$ cat src/rtl/xmem_pkg.sv
`timescale 1ns/1ps
package xmem_pkg;

  typedef enum logic [1:0] {
    T_BOOT = 2'd0,
    T_IDLE = 2'd1,
    T_XFER = 2'd2
  } top_st_e;

  typedef enum logic [3:0] {
    C_IDLE = 4'd0,
    C_ASET = 4'd1,
    C_APUL = 4'd2,
    C_AHLD = 4'd3,
    C_TURN = 4'd4,
    C_RSTB = 4'd5,
    C_DSET = 4'd6,
    C_WSTB = 4'd7,
    C_WHLD = 4'd8,
    C_ENDC = 4'd9
  } cyc_st_e;

  // number of bytes moved for a size code; zero marks an illegal code
  function automatic logic [2:0] size_bytes(input logic [1:0] sz);
    case (sz)
      2'd0:    return 3'd1;
      2'd1:    return 3'd2;
      2'd2:    return 3'd4;
      default: return 3'd0;
    endcase
  endfunction

  // round an address down to the natural boundary of its size
  function automatic logic [31:0] align_addr(input logic [31:0] a, input logic [1:0] sz);
    case (sz)
      2'd1:    return {a[31:1], 1'b0};
      2'd2:    return {a[31:2], 2'b00};
      default: return a;
    endcase
  endfunction

  // byte shown on the shared bus for address phase ph (0 high, 1 middle, 2 low)
  function automatic logic [7:0] addr_phase_byte(input logic [31:0] a, input logic [1:0] ph);
    case (ph)
      2'd0:    return a[23:16];
      2'd1:    return a[15:8];
      default: return a[7:0];
    endcase
  endfunction

endpackage

$ cat src/rtl/xmem_seq.sv
`timescale 1ns/1ps
module xmem_seq
  import xmem_pkg::*;
#(
  parameter int ADDR_W = 20,
  parameter int T_ASU  = 2,
  parameter int T_ALE  = 2,
  parameter int T_AH   = 2,
  parameter int T_DSU  = 2,
  parameter int T_STB  = 3
) (
  input  logic              clk,
  input  logic              rst_n,
  input  logic              start,
  input  logic              wr,
  input  logic              dev,
  input  logic [ADDR_W-1:0] addr,
  input  logic [7:0]        wbyte,
  output logic              idle,
  output logic              byte_done,
  output logic [7:0]        rbyte,
  output logic [7:0]        ad_out,
  output logic              ad_oe,
  input  logic [7:0]        ad_in,
  output logic              ale_hi,
  output logic              ale_lo,
  output logic              flash_ce_n,
  output logic              sram_ce_n,
  output logic              oe_n,
  output logic              bwe_n
);

  localparam int TM_A = (T_ASU > T_ALE) ? T_ASU : T_ALE;
  localparam int TM_B = (T_AH > T_DSU) ? T_AH : T_DSU;
  localparam int TM_C = (TM_A > TM_B) ? TM_A : TM_B;
  localparam int TMAX = (TM_C > T_STB) ? TM_C : T_STB;
  localparam int CW   = $clog2(TMAX + 1);

  cyc_st_e           st, st_n;
  logic [1:0]        ph, ph_n;
  logic [CW-1:0]     tcnt;
  logic              l_wr, l_dev;
  logic [ADDR_W-1:0] l_addr;
  logic [7:0]        l_wbyte;

  // named internal events
  logic ev_tick, ev_sample, ev_addr_st, ev_data_st, ev_sel;

  function automatic logic [CW-1:0] stay_len(input cyc_st_e s);
    case (s)
      C_ASET:  return CW'(T_ASU - 1);
      C_APUL:  return CW'(T_ALE - 1);
      C_AHLD:  return CW'(T_AH - 1);
      C_DSET:  return CW'(T_DSU - 1);
      C_WSTB:  return CW'(T_STB - 1);
      C_RSTB:  return CW'(T_STB - 1);
      default: return '0;
    endcase
  endfunction

  assign ev_tick   = (tcnt == '0);
  assign ev_sample = (st == C_RSTB) && ev_tick;

  always_comb begin
    st_n = st;
    ph_n = ph;
    case (st)
      C_IDLE: if (start) begin st_n = C_ASET; ph_n = 2'd0; end
      C_ASET: if (ev_tick) st_n = C_APUL;
      C_APUL: if (ev_tick) st_n = C_AHLD;
      C_AHLD: if (ev_tick) begin
        if (ph == 2'd2) st_n = l_wr ? C_DSET : C_TURN;
        else begin st_n = C_ASET; ph_n = ph + 2'd1; end
      end
      C_TURN: if (ev_tick) st_n = C_RSTB;
      C_RSTB: if (ev_tick) st_n = C_ENDC;
      C_DSET: if (ev_tick) st_n = C_WSTB;
      C_WSTB: if (ev_tick) st_n = C_WHLD;
      C_WHLD: if (ev_tick) st_n = C_ENDC;
      C_ENDC: if (ev_tick) st_n = C_IDLE;
      default: st_n = C_IDLE;
    endcase
  end

  always_ff @(posedge clk or negedge rst_n) begin
    if (!rst_n) begin
      st      <= C_IDLE;
      ph      <= 2'd0;
      tcnt    <= '0;
      l_wr    <= 1'b0;
      l_dev   <= 1'b0;
      l_addr  <= '0;
      l_wbyte <= '0;
      rbyte   <= '0;
    end else begin
      st <= st_n;
      ph <= ph_n;
      if (st_n != st) tcnt <= stay_len(st_n);
      else if (tcnt != '0) tcnt <= tcnt - 1'b1;
      if (st == C_IDLE && start) begin
        l_wr    <= wr;
        l_dev   <= dev;
        l_addr  <= addr;
        l_wbyte <= wbyte;
      end
      if (ev_sample) rbyte <= ad_in;
    end
  end

  assign ev_addr_st = (st == C_ASET) || (st == C_APUL) || (st == C_AHLD);
  assign ev_data_st = (st == C_DSET) || (st == C_WSTB) || (st == C_WHLD);
  assign ev_sel     = (st == C_TURN) || (st == C_RSTB) || ev_data_st;

  assign idle       = (st == C_IDLE);
  assign byte_done  = (st == C_ENDC) && ev_tick;
  assign ad_oe      = ev_addr_st || ev_data_st;
  assign ad_out     = ev_addr_st ? addr_phase_byte(32'(l_addr), ph) :
                      ev_data_st ? l_wbyte : 8'h00;
  assign ale_hi     = (st == C_APUL) && (ph != 2'd1);
  assign ale_lo     = (st == C_APUL) && (ph != 2'd0);
  assign flash_ce_n = !(ev_sel && !l_dev);
  assign sram_ce_n  = !(ev_sel && l_dev);
  assign oe_n       = (st != C_RSTB);
  assign bwe_n      = (st != C_WSTB);

  // latched byte held while strobes are high
  a_r3_addr_stable: assert property (@(posedge clk) disable iff (!rst_n)
    ((ale_hi || ale_lo) && $past(ale_hi || ale_lo)) |-> (ad_oe && $stable(ad_out)));

  // address still driven after the strobes fall
  a_r4_addr_hold: assert property (@(posedge clk) disable iff (!rst_n)
    $fell(ale_hi || ale_lo) |-> (ad_oe && $stable(ad_out)));

  // no drive while the device may drive
  a_r5_no_contention: assert property (@(posedge clk) disable iff (!rst_n)
    !oe_n |-> !ad_oe);

  // one released cycle before output enable
  a_r5_turnaround: assert property (@(posedge clk) disable iff (!rst_n)
    $fell(oe_n) |-> !$past(ad_oe));

  // data set up before the write strobe
  a_r6_data_setup: assert property (@(posedge clk) disable iff (!rst_n)
    $fell(bwe_n) |-> ($past(ad_oe) && $stable(ad_out)));

  // data held after the write strobe
  a_r6_data_hold: assert property (@(posedge clk) disable iff (!rst_n)
    $rose(bwe_n) |-> (ad_oe && $stable(ad_out)));

  // never both devices selected
  a_r8_one_select: assert property (@(posedge clk) disable iff (!rst_n)
    !(!flash_ce_n && !sram_ce_n));

endmodule

$ cat src/rtl/xmem_sigchk.sv
`timescale 1ns/1ps
module xmem_sigchk #(
  parameter int                     SIG_BYTES = 16,
  parameter logic [8*SIG_BYTES-1:0] SIG       = '0,
  parameter int                     IW        = 4
) (
  input  logic          clk,
  input  logic          rst_n,
  input  logic          chk_en,
  input  logic [IW-1:0] chk_idx,
  input  logic [7:0]    chk_byte,
  output logic          miss_now
);

  logic       miss_q;
  logic [7:0] exp_byte;
  logic       ev_diff;

  assign exp_byte = 8'(SIG >> (32'(chk_idx) * 8));
  assign ev_diff  = chk_en && (chk_byte != exp_byte);
  assign miss_now = miss_q || ev_diff;

  always_ff @(posedge clk or negedge rst_n) begin
    if (!rst_n) miss_q <= 1'b0;
    else if (ev_diff) miss_q <= 1'b1;
  end

  // a seen mismatch is never forgotten before reset
  a_r2_miss_sticky: assert property (@(posedge clk) disable iff (!rst_n)
    miss_q |=> miss_q);

endmodule

$ cat src/rtl/xmem_ctrl.sv
`timescale 1ns/1ps
module xmem_ctrl
  import xmem_pkg::*;
#(
  parameter int                     ADDR_W    = 20,
  parameter int                     DATA_W    = 32,
  parameter int                     SIG_BYTES = 16,
  parameter logic [8*SIG_BYTES-1:0] BOOT_SIG  = 128'h0F1E2D3C4B5A69788796A5B4C3D2E1F0,
  parameter int                     T_ASU     = 2,
  parameter int                     T_ALE     = 2,
  parameter int                     T_AH      = 2,
  parameter int                     T_DSU     = 2,
  parameter int                     T_STB     = 3
) (
  input  logic              clk,
  input  logic              rst_n,
  input  logic              req_valid,
  input  logic              req_write,
  input  logic              req_dev,
  input  logic [1:0]        req_size,
  input  logic [ADDR_W-1:0] req_addr,
  input  logic [DATA_W-1:0] req_wdata,
  output logic              ready,
  output logic              rsp_done,
  output logic              rsp_err,
  output logic [DATA_W-1:0] rsp_rdata,
  output logic              boot_done,
  output logic              flash_absent,
  output logic [7:0]        ad_out,
  output logic              ad_oe,
  input  logic [7:0]        ad_in,
  output logic              ale_hi,
  output logic              ale_lo,
  output logic              flash_ce_n,
  output logic              sram_ce_n,
  output logic              oe_n,
  output logic              bwe_n
);

  localparam int DATA_BYTES = DATA_W / 8;
  localparam int NB         = (SIG_BYTES > DATA_BYTES) ? SIG_BYTES : DATA_BYTES;
  localparam int IW         = $clog2(NB);

  top_st_e           st;
  logic [IW-1:0]     idx, l_last;
  logic [ADDR_W-1:0] l_base;
  logic              l_wr, l_dev;
  logic [DATA_W-1:0] l_wdata, acc, acc_n;

  logic              cyc_start, cyc_idle, cyc_done;
  logic [7:0]        cyc_rbyte, cyc_wbyte;
  logic [ADDR_W-1:0] cyc_addr;
  logic              sig_miss;

  // named internal events
  logic ev_take, ev_reject, ev_boot_byte, ev_last;

  assign ready        = (st == T_IDLE);
  assign ev_take      = ready && req_valid;
  assign ev_reject    = (size_bytes(req_size) == 3'd0) || (!req_dev && flash_absent);
  assign ev_boot_byte = (st == T_BOOT) && cyc_done;
  assign ev_last      = (idx == l_last);

  assign cyc_start = (st != T_IDLE) && cyc_idle;
  assign cyc_addr  = (st == T_BOOT) ? ADDR_W'(idx) : (l_base + ADDR_W'(idx));
  assign cyc_wbyte = 8'(l_wdata >> {idx, 3'b000});

  always_comb begin
    acc_n = acc;
    acc_n[{idx, 3'b000} +: 8] = cyc_rbyte;
  end

  always_ff @(posedge clk or negedge rst_n) begin
    if (!rst_n) begin
      st           <= T_BOOT;
      idx          <= '0;
      l_last       <= '0;
      l_base       <= '0;
      l_wr         <= 1'b0;
      l_dev        <= 1'b0;
      l_wdata      <= '0;
      acc          <= '0;
      rsp_done     <= 1'b0;
      rsp_err      <= 1'b0;
      rsp_rdata    <= '0;
      boot_done    <= 1'b0;
      flash_absent <= 1'b0;
    end else begin
      rsp_done <= 1'b0;
      rsp_err  <= 1'b0;
      case (st)
        T_BOOT: if (cyc_done) begin
          if (idx == IW'(SIG_BYTES - 1)) begin
            st           <= T_IDLE;
            boot_done    <= 1'b1;
            flash_absent <= sig_miss;
            idx          <= '0;
          end else idx <= idx + 1'b1;
        end
        T_IDLE: if (ev_take) begin
          if (ev_reject) begin
            rsp_done  <= 1'b1;
            rsp_err   <= 1'b1;
            rsp_rdata <= '0;
          end else begin
            st      <= T_XFER;
            idx     <= '0;
            l_base  <= ADDR_W'(align_addr(32'(req_addr), req_size));
            l_last  <= IW'(size_bytes(req_size) - 3'd1);
            l_wr    <= req_write;
            l_dev   <= req_dev;
            l_wdata <= req_wdata;
            acc     <= '0;
          end
        end
        T_XFER: if (cyc_done) begin
          acc <= acc_n;
          if (ev_last) begin
            st        <= T_IDLE;
            rsp_done  <= 1'b1;
            rsp_rdata <= l_wr ? '0 : acc_n;
          end else idx <= idx + 1'b1;
        end
        default: st <= T_IDLE;
      endcase
    end
  end

  xmem_seq #(
    .ADDR_W(ADDR_W), .T_ASU(T_ASU), .T_ALE(T_ALE),
    .T_AH(T_AH), .T_DSU(T_DSU), .T_STB(T_STB)
  ) seq_i (
    .clk        (clk),
    .rst_n      (rst_n),
    .start      (cyc_start),
    .wr         ((st == T_XFER) && l_wr),
    .dev        ((st == T_XFER) && l_dev),
    .addr       (cyc_addr),
    .wbyte      (cyc_wbyte),
    .idle       (cyc_idle),
    .byte_done  (cyc_done),
    .rbyte      (cyc_rbyte),
    .ad_out     (ad_out),
    .ad_oe      (ad_oe),
    .ad_in      (ad_in),
    .ale_hi     (ale_hi),
    .ale_lo     (ale_lo),
    .flash_ce_n (flash_ce_n),
    .sram_ce_n  (sram_ce_n),
    .oe_n       (oe_n),
    .bwe_n      (bwe_n)
  );

  xmem_sigchk #(
    .SIG_BYTES(SIG_BYTES), .SIG(BOOT_SIG), .IW(IW)
  ) sig_i (
    .clk      (clk),
    .rst_n    (rst_n),
    .chk_en   (ev_boot_byte),
    .chk_idx  (idx),
    .chk_byte (cyc_rbyte),
    .miss_now (sig_miss)
  );

  // no request taken before the boot check ends
  a_r2_boot_blocks: assert property (@(posedge clk) disable iff (!rst_n)
    !boot_done |-> !ready);

  // refused flash request answers with an error next cycle
  a_r9_absent_err: assert property (@(posedge clk) disable iff (!rst_n)
    (ev_take && !req_dev && flash_absent) |=> (rsp_done && rsp_err));

  // flash never selected once it is marked missing
  a_r9_flash_quiet: assert property (@(posedge clk) disable iff (!rst_n)
    flash_absent |-> flash_ce_n);

  // illegal size refused next cycle
  a_r10_bad_size: assert property (@(posedge clk) disable iff (!rst_n)
    (ev_take && req_size == 2'd3) |=> (rsp_done && rsp_err));

  // the response comes with the block idle again
  a_r11_ready_at_done: assert property (@(posedge clk) disable iff (!rst_n)
    rsp_done |-> ready);

endmodule

$ cat config.mk
export PLATFORM = sky130hd
export DESIGN_NAME = xmem_ctrl
export DESIGN_NICKNAME = d
export VERILOG_FILES = /design/src/rtl/xmem_pkg.sv /design/src/rtl/xmem_seq.sv /design/src/rtl/xmem_sigchk.sv /design/src/rtl/xmem_ctrl.sv
export SDC_FILE = /design/constraint.sdc
export NUM_CORES = 1
export LEC_CHECK = 0
export ABC_AREA = 1
export BUFFER_PORTS_ARGS = -buffer_cell sky130_fd_sc_hd__buf_2
export CAP_MARGIN = 20
export CELL_PAD_IN_SITES_DETAIL_PLACEMENT = 1
export CELL_PAD_IN_SITES_GLOBAL_PLACEMENT = 1
export CORE_ASPECT_RATIO = 1.5
export CORE_UTILIZATION = 39
export CTS_BUF_LIST = sky130_fd_sc_hd__clkbuf_8 sky130_fd_sc_hd__clkbuf_16
export DETAILED_ROUTE_END_ITERATION = 8
export PLACE_DENSITY = 0.81
export SETUP_SLACK_MARGIN = 0.15
export SYNTH_ARGS = -nofsm -noshare
export SYNTH_HDL_FRONTEND = slang
export SYNTH_SLANG_ARGS = --single-unit
$ cat constraint.sdc
create_clock -name clk -period 2.2 [get_ports clk]
set_clock_uncertainty 0.1 [all_clocks]
set_input_delay 0.22 -clock clk [delete_from_list [all_inputs] [get_ports clk]]
set_output_delay 0.22 -clock clk [all_outputs]
set_load 0.01 [all_outputs]
# ---- Word-level counts from Yosys, hierarchy flattened
# Index checks and enable logic that the tools add are counted.
dict set report totals {
  elab_cells 181
  regBits 179
  output_inout_bits 52
}
dict set report op_classes {
  shift 4
  muxes 59
  n_eq_ne 40
  bitwise 1
  addsub 6
  n_reduce_logical 49
}
# operator n
set ops {}
lappend ops {{$mux 32} 8}
lappend ops {{$pmux 32 s2} 2}
lappend ops {{$shr 124x7->8 const A} 1}
lappend ops {{$mux 4} 16}
lappend ops {{$pmux 4 s9} 1}
lappend ops {{$bwmux 32} 1}
lappend ops {{$shift 8x9->32 const A} 1}
lappend ops {{$shiftx 8x9->32} 1}
lappend ops {{$shr 32x7->8} 1}
lappend ops {{$eq 4x3->1 const B} 7}
lappend ops {{$mux 2} 12}
lappend ops {{$add 20x4->20} 1}
lappend ops {{$mux 20} 1}
lappend ops {{$eq 4x2->1 const B} 4}
lappend ops {{$mux 8} 2}
lappend ops {{$pmux 8 s2} 1}
lappend ops {{$logic_and 1x1->1} 14}
lappend ops {{$ne 2x1->1 const B} 7}
lappend ops {{$eq 4x4->1 const B} 3}
lappend ops {{$ne 2x2->1 const B} 6}
lappend ops {{$pmux 2 s2} 3}
lappend ops {{$pmux 4 s3} 1}
lappend ops {{$reduce_and 6->1} 2}
lappend ops {{$reduce_bool 2->1} 5}
lappend ops {{29 further kinds} 58}

# ---- Depth between registers and ports, before layout
# Gate-level depths: netlist of the first run.
dict set report logic_depth {
  depth_word 8
  depth_mapped 13
}

# ---- Modules after synthesis
# A second synthesis of the first run with hierarchy kept.
dict set report unflattened {
  cells_unflattened 1187
  hier_area_um2 9409.0
}
# mod area_each_um2 n_inst cells_per_inst
set by_module_without_submodules {}
lappend by_module_without_submodules {xmem_ctrl 6841.6 1 901}
lappend by_module_without_submodules {xmem_seq 2412.3 1 253}
lappend by_module_without_submodules {xmem_sigchk 155.1 1 33}

# ---- Least setup slack after synthesis of the first run
# OpenSTA, ideal clock, no wires.
dict set report synth_timing {
  path_type {reg2reg}
  start {register idx[1]}
  end {register seq_i.l_addr[16]}
  required_ns 1.983
  setup_slack_ns -0.136
  path_stages_with_launch 13
  arrival_time_ns 2.119
  setup_time_ns 0.117
  period_less_slack_ns 2.336
  path_cell_list {dfrtp_1 > inv_1 > clkbuf_1 > fa_1 > nand3b_1 > nand2_1 > nand2_1 > nor2_1 > inv_1 > nor3_1 > nand3_1 > nand3_1 > nand2_1}
}
dict set report synth_between {
  elab_chain_cells 2
}
# item line_no
set synth_lines {}
lappend synth_lines {{from (decl)} xmem_ctrl.sv:45} ;# logic [IW-1:0] idx, l_last;
lappend synth_lines {{from (signal assigned)} xmem_ctrl.sv:98} ;# end else idx <= idx + 1'b1;
lappend synth_lines {{from (signal assigned)} xmem_ctrl.sv:122} ;# end else idx <= idx + 1'b1;
lappend synth_lines {{$add 20x4->20} xmem_ctrl.sv:65} ;# assign cyc_addr = (st == T_BOOT) ? ADDR_W'(idx) : (l_base + ADDR_W'(idx));
lappend synth_lines {{$mux 20} xmem_ctrl.sv:65}
lappend synth_lines {{to (signal assigned)} xmem_seq.sv:103} ;# l_addr <= addr;
lappend synth_lines {{to (decl)} xmem_seq.sv:43} ;# logic [ADDR_W-1:0] l_addr;
# Every way passes these cells.
# A chain may end at the register's enable or synchronous reset.

# ---- Final worst setup path of the first run
dict set report layout_timing {
  start {register idx[0]}
  end {register rsp_rdata[14]}
}
dict set report layout_between {
  elab_chain_cells 7
  elab_cells_between_ends 11
  cone_classes {1 x add/sub; 2 x eq/ne; 2 x shift; 5 x mux; 1 x reduce/logical}
}
# item line_no
set layout_lines {}
lappend layout_lines {{$neg 7->9} xmem_ctrl.sv:70} ;# acc_n[{idx, 3'b000} +: 8] = cyc_rbyte;
lappend layout_lines {{$shiftx 8x9->32 / $shift 8x9->32 (equally long branches)} xmem_ctrl.sv:70}
lappend layout_lines {{$bwmux 32} xmem_ctrl.sv:70}
lappend layout_lines {{$mux 32} xmem_ctrl.sv:121} ;# rsp_rdata <= l_wr ? '0 : acc_n;
lappend layout_lines {{$mux 32} xmem_ctrl.sv:118} ;# if (ev_last) begin
lappend layout_lines {{$mux 32} xmem_ctrl.sv:116} ;# T_XFER: if (cyc_done) begin
lappend layout_lines {{$pmux 32 s2} xmem_ctrl.sv:91} ;# case (st)
lappend layout_lines {{to (signal assigned)} xmem_ctrl.sv:121}
lappend layout_lines {{to (decl)} xmem_ctrl.sv:26} ;# output logic [DATA_W-1:0] rsp_rdata,
# Parallel ways exist; a longest one is shown, timed or not. The select of a mux whose other input is x is not followed.

==> results.py, run 1 <==
metrics = {
    "grt": {
        "grt_pass1_wl_mm": 52.4,
        "overflow": 0,
        "antenna_found_initial": 2,
        "first_global_vias": 10055,
        "track_usage": 0.282,
        "grt_max_degree": 54,
    },
    "finish": {
        "seq_area_um2": 4460,
        "final_area_um2": 13100,
        "final_nets": 1511,
        "n_fill_cell": 2733,
        "fin_util": 0.566,
        "area_delta_synth_final_pct": 41.4,
        "multi_input_area_um2": 4720,
        "drive_gt1_frac": 0.317,
    },
    "sta": {
        "maxSlewViolCount": 0,
        "worst_pin_slew_ns": 0.573,
        "setup_violations": 39,
        "fin_hold_ws_ns": 0.0145,
        "setup-tns-final_ns": -5.11,
        "slew_headroom": 0.618,
        "fmax_ghz": 0.417,
        "period_share": 1.09,
        "finalHoldViolCount": 0,
        "rsz0062_at_grt": "true",
        "layout_min_cycle_time_ns": 2.40,
        "setup_ws_ns": -0.200,
    },
    "clock_tree": {
        "cts-buffers-inserted": 17,
        "cts.sinks": 178,
        "cts_tree": "done",
        "cts_root_buffer": "clkbuf_16",
        "cts_max_level": 4,
        "clk_pin_slew_ns": 0.07,
        "clk_path_buf_depth": 2,
        "clock_latency_ns": 0.46,
    },
    "worst_setup_path": {
        "endpoint_kind": "flop",
        "path_buf_inv": 6,
        "required_ns": 2.48,
        "cp_top_family": "simple AND/OR/NAND/NOR gates",
        "cp_cell_sequence": "buf_4, buf_6, inv_6, buf_4, buf_6, nand2_1, o21ai_0, nor2_1, nand2_1, nand2_2, nand2_2, nor2_4, nand2_4, buf_12, o21ai_2",
        "max_stage_delay_ns": 0.36,
        "critPathKind": "flop to flop",
        "critPathSlowestCell": "dfrtp_1",
        "crit_fanout": 6,
        "cp-start-kind": "flop",
        "cp_data_arrival_time_ns": 2.68,
    },
    "synth": {
        "ys_types": 42,
        "syn_area_um2": 9260,
        "synthTopCellsByCount": "nand2_1 (323), dfrtp_1 (178), o21ai_0 (159)",
        "synth_top_cell_by_area": "dfrtp_1",
        "ys_seq_area_frac": 0.481,
        "yosys.area.top_type_share": 0.481,
        "syn-num-nets": 1267,
        "synthTopCellsByArea": "dfrtp_1 (48%), nand2_1 (13%), o21ai_0 (8.6%)",
        "synthFlopType": "dfrtp_1",
        "synth_edf_count": 0,
        "yosys_register_bits": 178,
        "async_flop_share": 1.00,
        "yosysMostFrequentCell": "nand2_1",
        "syn_inst": 1181,
        "syn_avg_cell_area_um2": 7.84,
        "synth_warnings": 0,
    },
    "drt": {
        "drt-initial-drc-count": 490,
        "wl_per_cell_um": 22.3,
        "vias_per_cell": 5.58,
        "dr_total_vias": 9797,
        "drtAntennaViolNets": 0,
        "drt_wl_total_mm": 39.1,
        "drc_errors": 0,
        "dr.pass1.iters": 5,
    },
    "pwr": {
        "p_total_mw": 6.67,
        "ir_worst_vdd_v": 0.000507,
        "p_leak_nw": 6.44,
        "power.density_nw_per_um2": 509,
    },
    "floorplan": {
        "ios": 119,
        "dieArea_um2": 24400,
        "rows": 68,
        "die_w_um": 128,
        "start_util": 0.400,
        "core_area_um2": 23100,
        "die_h_um": 191,
    },
    "hold_path": {
        "min_path_type": "primary input to flop",
    },
    "place": {
        "dpl_cell_area_um2": 10400,
        "gp_congestion": 0.900,
        "portBuffers": 118,
        "hpwl_mm": 21.4,
    },
    "job": {
        "max_cap_viol_count": 0,
    },
    "status": {
        "violations": "negative setup slack",
        "status": "finished with violations",
    },
}
==> layout make-up <==
cell class | count | share of cell area
Multi-Input combinational cell | 794 | 0.360
Sequential cell | 178 | 0.341
Timing Repair Buffer | 280 | 0.176
Inverter | 154 | 0.0477
Clock buffer | 18 | 0.0336
Tap cell | 315 | 0.0301
Clock inverter | 14 | 0.0107
Antenna cell | 3 | 0.000574
==> stage by stage <==
step                      instances  worst slack [ns]
final                          1756            -0.200
after global routing           1755            -0.249
after CTS                      1712           0.00473
after detailed placement       1601           -0.0234
after global placement         1601            0.0365
after floorplan                1181            0.0990
==> metal layers <==
| layer | wire, um | track usage | part of all wire |
|---|---|---|---|
| met4 | 3020 | 0.173 | 0.077 |
| met5 | 0 | 0 | 0 |
| met1 | 13000 | 0.287 | 0.33 |
| met3 | 1390 | 0.0340 | 0.036 |
| met2 | 21600 | 0.540 | 0.55 |
==> path summary, 6_finish.rpt <==
check,start,endpoint,slack [ns],depth (start not counted)
min,req_addr[1],l_base[1],0.01,3
min reg2reg,boot_done,boot_done,0.37,1
max,idx[0],rsp_rdata[14],-0.20,15
min in group asynchronous,rst_n,rsp_rdata[11],0.18,2
max reg2reg,idx[0],rsp_rdata[14],-0.20,15
max in group asynchronous,rst_n,acc[13],1.05,3
==> what timing repair did <==
| action | CTS | global route |
|---|---|---|
| gates cloned | 2 | 8 |
| endpoints found under the hold margin | 106 | 0 |
| resized for setup | 63 | 256 |
| pin swaps | 13 | 59 |
| buffers inserted | 15 | 33 |
| hold buffers | 62 | 0 |
| setup endpoints to repair | 71 | 113 |
==> sequential cells by signal, indices dropped and copies added, names as in the netlist <==
| register | count |
|---|---|
| acc | 32 |
| boot_done | 1 |
| flash_absent | 1 |
| idx | 4 |
| l_base | 20 |
| l_dev | 1 |
| l_last | 3 |
| l_wdata | 32 |
| l_wr | 1 |
| rsp_done | 1 |
| rsp_err | 1 |
| rsp_rdata | 32 |
| seq_i.l_addr | 20 |
| seq_i.l_dev | 1 |
| seq_i.l_wbyte | 8 |
| seq_i.l_wr | 1 |
| seq_i.ph | 2 |
| seq_i.rbyte | 8 |
| seq_i.st | 4 |
| seq_i.tcnt | 2 |
| sig_i.miss_q | 1 |
| st | 2 |
==> cells by family (layout without fill, tap and decap cells) <==
logic type / count (synthesis) / after routing / synth area share
adders and majority gates: 19 / 19 / 0.0265
and+or+nand+nor: 526 / 527 / 0.245
DFF: 178 / 178 / 0.481
AOI/OAI and AO/OA: 242 / 242 / 0.149
xor gates and xnor gates: 6 / 6 / 0.00568
buffers and inverters: 210 / 466 / 0.0921
other: 0 / 3 / 0
==> cells in the final DEF, fill, tap and decap left out, types with 25 or more instances in the layout <==
master         synthesis  routed
buf_6                  3      25
o21ai_0              159     102
dfrtp_1              178     173
nand2_2                4      32
nor2_1                67      43
nand2_4                0      29
nand2_1              323     266
buf_4                  6      58
dlygate4sd3_1          0      62
buf_2                 13     117
o21ai_2               18      39
nand3_1               78      70
o21ai_1                6      39
inv_1                148     130
==> power breakdown <==
group	total, mW	switching (mW)	leakage (nW)	internal (mW)
clock network	3.09	1.39	0.291	1.70
logic	0.285	0.153	4.07	0.132
registers	3.29	0.0114	2.08	3.28
==> worst register-to-register path: stages (launching register included) <==
cell	delay [ns]
dfrtp_1	0.36
buf_4	0.12
buf_6	0.12
inv_6	0.05
buf_4	0.13
buf_6	0.12
nand2_1	0.06
o21ai_0	0.11
nor2_1	0.15
nand2_1	0.12
nand2_2	0.10
nand2_2	0.07
nor2_4	0.20
nand2_4	0.17
buf_12	0.21
o21ai_2	0.15
Power figures use the tool's default switching activity.
==> run 2: changes to the inputs <==
CTS_BUF_LIST = not set   (was sky130_fd_sc_hd__clkbuf_8 sky130_fd_sc_hd__clkbuf_16)
PLACE_DENSITY = not set   (was 0.81)
PLACE_DENSITY_LB_ADDON = 0.1   (was not set)
==> run 2 against run 1 <==
The run still ends with negative setup slack left; highest routed layer unchanged; combinational power is 2% lower; hold slack better by 0.038 ns; global-route usage shrank 2.0 points; via count decreased by 7.6%; largest power group unchanged; sequential cell count is the same.
==> results.py, run 2 (synthesis results as in run 1) <==
metrics = {
    "status": {
        "status": "finished with violations",
        "violations": "negative setup slack",
    },
    "clock_tree": {
        "clock_latency_ns": 0.45,
        "clk_path_buf_depth": 2,
        "clk_pin_slew_ns": 0.07,
        "cts_root_buffer": "clkbuf_16",
        "cts-buffers-inserted": 17,
        "cts_max_level": 4,
        "cts.sinks": 178,
        "cts_tree": "done",
    },
    "sta": {
        "slew_headroom": 0.647,
        "fmax_ghz": 0.445,
        "worst_pin_slew_ns": 0.530,
        "fin_hold_ws_ns": 0.0524,
        "setup-tns-final_ns": -0.0758,
        "layout_min_cycle_time_ns": 2.24,
        "period_share": 1.02,
        "finalHoldViolCount": 0,
        "rsz0062_at_grt": "true",
        "maxSlewViolCount": 0,
        "setup_violations": 4,
        "setup_ws_ns": -0.0447,
    },
    "floorplan": {
        "rows": 68,
        "dieArea_um2": 24400,
        "die_h_um": 191,
        "die_w_um": 128,
        "ios": 119,
        "start_util": 0.400,
        "core_area_um2": 23100,
    },
    "place": {
        "hpwl_mm": 21.3,
        "gp_congestion": 0.852,
        "portBuffers": 118,
        "place_ws_ns": -0.0387,
        "dpl_cell_area_um2": 10500,
        "placed_cells": 1612,
    },
    "drt": {
        "drc_errors": 0,
        "drtAntennaViolNets": 0,
        "drt_wl_total_mm": 32.6,
        "drt-initial-drc-count": 345,
        "dr.pass1.iters": 4,
        "wl_per_cell_um": 18.5,
        "dr_total_vias": 9057,
        "vias_per_cell": 5.15,
    },
    "finish": {
        "final_common_cell": "nand2_1",
        "stdcell_count": 1760,
        "area_delta_synth_final_pct": 39.9,
        "fin_util": 0.559,
        "final_nets": 1520,
        "final_cell_mix": "nand2_1 (273), dfrtp_1 (172), inv_1 (136)",
        "n_fill_cell": 2787,
        "drive_gt1_frac": 0.308,
        "final_area_um2": 12900,
        "reg_top3": "acc: 32 flops, l_wdata: 32 flops, rsp_rdata: 32 flops",
        "diodes": 0,
    },
    "job": {
        "max_cap_viol_count": 0,
    },
    "pwr": {
        "power.density_nw_per_um2": 509,
        "p_leak_nw": 6.35,
        "ir_worst_vdd_v": 0.000547,
        "p_total_mw": 6.58,
    },
    "worst_setup_path": {
        "cp-start-kind": "flop",
        "critPathKind": "flop to flop",
        "cp_data_arrival_time_ns": 2.46,
        "cp_cell_sequence": "buf_4, buf_6, inv_6, ha_4, xnor2_4, buf_4, nand4_1, buf_6, o21ai_1, inv_1, nand3_1, o21ai_0",
        "max_stage_delay_ns": 0.40,
        "crit_fanout": 6,
        "endpoint_kind": "flop",
        "required_ns": 2.41,
        "critPathSlowestCell": "dfrtp_1",
    },
    "grt": {
        "antenna_found_initial": 0,
        "first_global_vias": 9376,
        "track_usage": 0.262,
        "overflow": 0,
        "grt_max_degree": 57,
        "grt_pass1_wl_mm": 48.8,
    },
    "hold_path": {
        "min_path_type": "primary input to flop",
    },
}
run 2: layout make-up:
| type | count | area [um^2] | share of cell area |
|---|---|---|---|
| Tap cell | 315 | 394 | 0.0304 |
| Clock inverter | 10 | 113 | 0.00870 |
| Inverter | 154 | 614 | 0.0475 |
| Multi-Input combinational cell | 794 | 4620 | 0.357 |
| Sequential cell | 178 | 4460 | 0.345 |
| Timing Repair Buffer | 289 | 2290 | 0.177 |
| Clock buffer | 20 | 447 | 0.0345 |
run 2: what timing repair did:
item | CTS | global route
setup buffers | 14 | 36
pin swaps | 9 | 90
hold buffers | 63 | 0
endpoints found under the hold margin | 110 | 0
setup endpoints to repair | 79 | 96
gates resized for setup | 45 | 226
cloned | 0 | 5
run 2: metal layers:
metal  share of wire  wire (um)  global-route usage
met5               0          0                   0
met4           0.039       1280              0.0964
met3           0.026        841              0.0373
met2            0.55      18100               0.498
met1            0.38      12400               0.292
run 2: final timing paths:
path	startpoint	to	slack, ns	depth (start not counted)
max in group asynchronous	rst_n	rsp_rdata[25]	1.12	3
max	idx[0]	acc[19]	-0.04	12
min in group asynchronous	rst_n	l_base[19]	0.20	2
max reg2reg	idx[0]	acc[19]	-0.04	12
min reg2reg	rsp_rdata[9]	rsp_rdata[9]	0.38	2
min	req_valid	rsp_err	0.05	3
run 2: report_power, final:
group,total (mW),internal (mW),switching [mW]
registers,3.29,3.28,0.00940
logic,0.280,0.136,0.143
clock network,3.02,1.68,1.33
run 2: worst max-delay path, delay by kind of cell (launching register included):
kind	cells	cell delay, ns
flip-flops	1	0.40
AND/OR/NAND/NOR	2	0.29
AO/OA/AOI/OAI	2	0.24
XOR/XNOR	1	0.13
buffers and inverters	6	0.80
adder cells (fa/ha/maj)	1	0.15
